## src/rtl/serial_frame_rx.sv

```systemverilog
module serial_frame_rx #(
  parameter int CNT_W = 7
) (
  input  logic             clk,
  input  logic             rst_n,
  input  logic             bit_en,
  input  logic             sdata,
  input  logic             fsync,
  input  logic             fs_active_low,
  input  logic             dual_phase,
  input  logic [2:0]       wlen1,
  input  logic [2:0]       wlen2,
  input  logic [CNT_W-1:0] wcnt1,
  input  logic [CNT_W-1:0] wcnt2,
  input  logic [1:0]       delay,
  input  logic             ignore_fs,
  input  logic             err_clr,
  output logic [31:0]      word_out,
  output logic             word_valid,
  output logic             sync_err
);
  localparam int BC_W = 6;

  typedef enum logic [1:0] {IDLE, SKIP, DATA} st_t;

  st_t              st;
  logic             fs_prev;
  logic             ph;
  logic [31:0]      sh;
  logic [BC_W-1:0]  bcnt;
  logic [CNT_W-1:0] wcnt;

  function automatic logic [BC_W-1:0] len_of(input logic [2:0] c);
    case (c)
      3'd0:    len_of = 6'd8;
      3'd1:    len_of = 6'd12;
      3'd2:    len_of = 6'd16;
      3'd3:    len_of = 6'd20;
      3'd4:    len_of = 6'd24;
      default: len_of = 6'd32;
    endcase
  endfunction

  wire              fs_int   = fsync ^ fs_active_low;
  wire              start    = bit_en && fs_int && !fs_prev;
  wire              busy     = (st != IDLE);
  wire              restart  = start && (!busy || !ignore_fs);
  wire [BC_W-1:0]   cur_len  = len_of(ph ? wlen2 : wlen1);
  wire [CNT_W-1:0]  cur_max  = ph ? wcnt2 : wcnt1;
  wire [31:0]       sh_nx    = {sh[30:0], sdata};
  wire              bit_last = (bcnt + 6'd1 == cur_len);

  always_ff @(posedge clk) begin
    if (!rst_n) begin
      st         <= IDLE;
      fs_prev    <= 1'b0;
      ph         <= 1'b0;
      sh         <= '0;
      bcnt       <= '0;
      wcnt       <= '0;
      word_out   <= '0;
      word_valid <= 1'b0;
      sync_err   <= 1'b0;
    end else begin
      word_valid <= 1'b0;
      if (bit_en) fs_prev <= fs_int;
      if (err_clr) sync_err <= 1'b0;
      if (start && busy && !ignore_fs) sync_err <= 1'b1;
      if (restart) begin
        ph   <= 1'b0;
        wcnt <= '0;
        if (delay == 2'd0) begin
          sh   <= {31'b0, sdata};
          bcnt <= 6'd1;
        end else begin
          sh   <= '0;
          bcnt <= '0;
        end
        st <= delay[1] ? SKIP : DATA;
      end else if (bit_en) begin
        case (st)
          SKIP: st <= DATA;
          DATA: begin
            if (bit_last) begin
              word_out   <= sh_nx;
              word_valid <= 1'b1;
              sh         <= '0;
              bcnt       <= '0;
              if (wcnt == cur_max) begin
                wcnt <= '0;
                if (!ph && dual_phase) ph <= 1'b1;
                else st <= IDLE;
              end else begin
                wcnt <= wcnt + 1'b1;
              end
            end else begin
              sh   <= sh_nx;
              bcnt <= bcnt + 6'd1;
            end
          end
          default: st <= IDLE;
        endcase
      end
    end
  end

  p_valid_after_sample_r13: assert property (@(posedge clk) disable iff (!rst_n)
    word_valid |-> $past(bit_en));

  p_hold_between_samples_r13: assert property (@(posedge clk) disable iff (!rst_n)
    !bit_en |=> $stable(st) && $stable(bcnt) && $stable(wcnt));

  p_err_sticky_r12: assert property (@(posedge clk) disable iff (!rst_n)
    sync_err && !err_clr |=> sync_err);

  p_err_cause_r9: assert property (@(posedge clk) disable iff (!rst_n)
    $rose(sync_err) |-> $past(bit_en && !ignore_fs && (fsync ^ fs_active_low)));

  p_bit_bound_r5: assert property (@(posedge clk) disable iff (!rst_n)
    st == DATA |-> bcnt < cur_len);

endmodule

```

## config.mk

```make
export PLATFORM = sky130hd
export DESIGN_NAME = serial_frame_rx
export DESIGN_NICKNAME = d
export VERILOG_FILES = /design/src/rtl/serial_frame_rx.sv
export SDC_FILE = /design/constraint.sdc
export NUM_CORES = 1
export LEC_CHECK = 0
export ABC_CLOCK_PERIOD_IN_PS = 2400
export BUFFER_PORTS_ARGS = -buffer_cell sky130_fd_sc_hd__buf_4
export CAP_MARGIN = 20
export CORE_MARGIN = 4
export CORE_UTILIZATION = 50
export CTS_CLUSTER_DIAMETER = 200
export DETAILED_ROUTE_END_ITERATION = 8
export PLACE_DENSITY = 0.78
export SLEW_MARGIN = 20
export SYNTH_ARGS = -nofsm -noshare
export SYNTH_HDL_FRONTEND = slang
export SYNTH_SLANG_ARGS = --single-unit
```

## constraint.sdc

```tcl
create_clock -name clk -period 2.4 [get_ports clk]
set_clock_uncertainty 0.1 [all_clocks]
set_input_delay 0.48 -clock clk [delete_from_list [all_inputs] [get_ports clk]]
set_output_delay 0.48 -clock clk [all_outputs]
set_load 0.02 [all_outputs]
```

==> out/qor.csv <==
stage;metric;value;unit
setup_path;path_max_fanout;14;
drt;ant_nets;0;
cells_and_area;layoutNonFillerInstCount;565;
setup_path;critPathCaptureType;flop;
placement;dp_hpwl;5820;um
synthesis;netlist_instances;382;
placement;io_buffers;64;
synthesis;yosysTopAreaCell;dfxtp_1;
drt;via_per_inst;5.453;
setup_path;path_class;flop to flop;
setup_path;worstPathArrival;2470;ps
synthesis;synth_top_area_share;0.4509;
placement;post-place-ws;-84.59;ps
drt;wl_per_cell;14.75;um
synthesis;synthArstFlopShare;0;
synthesis;synth_cell_types;55;
synthesis;synth_warnings;0;
die;fp-row-count;30;
sta;finalSetupViolations;0;
cts;cts.sinks;82;
setup_path;cp-start-kind;flop;
setup_path;critPathTopFamily;simple AND/OR/NAND/NOR gates;
pwr;p_leak;1.730;nW
grt;antenna_found_initial;0;
status;status;finished, final reports clean;
pwr;sequentialPowerShare;0.547;
pwr;p_int;1.854;mW
cells_and_area;nets;497;
sta;slew_headroom;0.5852;
cts;clk_pin_slew;90;ps
synthesis;syn_nets;415;
synthesis;synthTopCellsByArea;dfxtp_1, mux2i_1, a22o_1;
pwr;p_per_area;541.3;nW/um2
cts;postCtsHoldBufs;0;
grt;grt_max_degree;68;
setup_path;critPathBufInv;3;
grt;grt_pass1_vias;2920;
synthesis;synthFlopType;dfxtp_1;
pwr;p_sw_frac;0.2632;
die;start_util;0.5243;
cts;cts_tree;done;
setup_path;r2r_cells;9;
cells_and_area;final_layout_size_suffix_gt1_frac;0.2751;
synthesis;ys_seq_elements;82;
setup_path;required;2570;ps
cells_and_area;syn2layout_area_growth;27.66;%
setup_path;reg2reg_to;word_out[3];
die;die_h;93.34;um
setup_path;crit_slowest_cell;dfxtp_2;
cts;cts_inserted_buffers;9;
cells_and_area;diodes;0;
pwr;p_switching;662.2;uW
die;top_level_ports;65;
cts;cts_htree_levels;3;
drt;routed_wl;8332;um
sta;tightest_slew;622.1;ps
sta;min_period_over_period;0.9560;
grt;grt_overflow;0;
drt;vias;3081;
setup_path;rr_startpoint;ph;
pwr;clkPwrFrac;0.367;
hold_path;hold_class;primary input to flop;
grt;grt_pass1_wl;13490;um
synthesis;synth_seq_area_share;0.4509;
pwr;power.share.combinational;0.086;
die;die-area;8711;um2
synthesis;avgSynthCellArea;9.531;um2
setup_path;path_cells;nor3_1 > buf_4 > a21o_1 > o21ai_0 > nand4_1 > nor3_4 > buf_12 > buf_12 > mux2i_1;
setup_path;startpoint;ph;
pwr;p_total;2.516;mW
sta;hold_slack;281.6;ps
setup_path;crit_cells;9;
die;die_width;93.34;um
cts;cts_root_buffer;clkbuf_8;
drt;drc;0;
flow_run;max_cap_viol_count;0;
pwr;peakVddDrop;0.3261;mV
setup_path;cp-endpoint;word_out[3];
setup_path;critical-path-max-stage-delay;440;ps
cts;clkLatencyLatePin;350;ps
synthesis;synth_edf_count;0;
hold_path;hold_start;bit_en;
die;core_area;6944;um2
sta;layout_setup_ws;105.5;ps
placement;finalWeightedCongestion;0.8081;
sta;max_freq;435.8;MHz
setup_path;cpMostUsedCell;buf_12;
sta;slew_violations;0;
sta;hold_viol_final;0;
synthesis;syn_area;3641;um2
sta;period_needed;2294;ps
setup_path;rrSetupSlack;110;ps
cts;clockBufferDepth;2;
drt;drt-initial-drc-count;147;
drt;drt-pass1-iter-count;4;
placement;dp.cells;546;
grt;track_usage;0.1912;
cells in the mapped netlist (all sizes together) (2+ instances only):
cell type / instances
o21ai: 9
nand2b: 2
xor2: 3
clkbuf: 15
nor2b: 2
nor3: 7
nand4: 5
and2: 2
or4b: 2
buf: 9
nor2: 10
o31ai: 3
and3: 3
mux2i: 40
inv: 4
or3: 5
a31oi: 2
o22ai: 5
nand2: 75
a21oi: 14
ha: 2
nand3: 11
nor4: 3
a22o: 32
dfxtp: 82
xnor2: 10
nand4b: 2
a211oi: 8
registers in the layout (all words and copies together) (netlist names):
name        count
st              2
ph              1
wcnt            7
word_valid      1
sync_err        1
word_out       32
fs_prev         1
sh             31
bcnt            6
timing repair:
item / in CTS / in global routing
cloned: 0 / 1
pin swaps: 0 / 4
endpoints found under the setup margin: 34 / 66
resized for setup: 1 / 7
buffers inserted: 0 / 2
metal layers:
layer  vias up  global-route usage  part of all wire
li1       1536                   -                 -
met1      1451              0.2581              0.44
met2        80              0.2996              0.49
met3        14             0.04264             0.047
met4         0             0.06960             0.016
met5         -                   0                 0
stage by stage:
| step | util | cell area (um2) | setup TNS (ps) |
|---|---|---|---|
| after floorplan | - | 3641 | 0 |
| after global placement | 0.6305 | 4378 | -92.42 |
| after detailed placement | 0.6305 | 4378 | -930.4 |
| after CTS | 0.6569 | 4562 | 0 |
| after global routing | 0.6694 | 4648 | -12.83 |
| final | 0.6694 | 4648 | 0 |
cells in the final DEF (no fill, tap or decap), types with 3 or more instances in the layout:
| cell type | n |
|---|---|
| a211oi_1 | 6 |
| a21oi_1 | 14 |
| a22o_1 | 32 |
| and3_1 | 3 |
| buf_12 | 6 |
| buf_4 | 89 |
| clkbuf_8 | 9 |
| dfxtp_1 | 80 |
| inv_1 | 4 |
| inv_6 | 3 |
| mux2i_1 | 40 |
| nand2_1 | 74 |
| nand3_1 | 10 |
| nand4_1 | 5 |
| nor2_1 | 9 |
| nor3_1 | 4 |
| o21ai_0 | 8 |
| o22ai_1 | 5 |
| or3_1 | 5 |
| xnor2_1 | 9 |
worst min-delay path by stage:
stage	end	cells after the start
6_report	fs_prev	2
5_1_grt	fs_prev	2
4_1_cts	fs_prev	2
3_5_place_dp	word_out[12]	2
3_3_place_gp	word_out[25]	2
2_1_floorplan	word_out[31]	2
kinds of logic (layout without fill, tap and decap cells):
family / after synthesis / after routing / synth area share
AOI/OAI and AO/OA: 82 / 82 / 0.1704
xor gates and xnor gates: 13 / 13 / 0.03334
adders and majority gates: 2 / 2 / 0.006872
buffers and inverters: 29 / 116 / 0.04639
DFF: 82 / 82 / 0.4509
muxes: 40 / 40 / 0.1100
and+or+nand+nor: 134 / 134 / 0.1821
layout make-up:
| class | count | area [um2] |
|---|---|---|
| Sequential cell | 82 | 1644 |
| Inverter | 4 | 15.01 |
| Multi-Input combinational cell | 271 | 1873 |
| Fill cell | 565 | 2296 |
| Clock buffer | 9 | 123.9 |
| Tap cell | 96 | 120.1 |
| Clock inverter | 7 | 58.81 |
| Timing Repair Buffer | 96 | 813.3 |
power by group through the flow:
| stage | combinational (mW) | sequential (mW) | clock (mW) |
|---|---|---|---|
| floorplan | 0.119 | 1.41 | 0 |
| global placement | 0.204 | 1.41 | 0 |
| detailed placement | 0.210 | 1.41 | 0 |
| CTS | 0.211 | 1.37 | 0.942 |
| global route | 0.237 | 1.38 | 0.999 |
| finish | 0.217 | 1.38 | 0.924 |
Note: power is estimated with default switching activity, not from simulation.
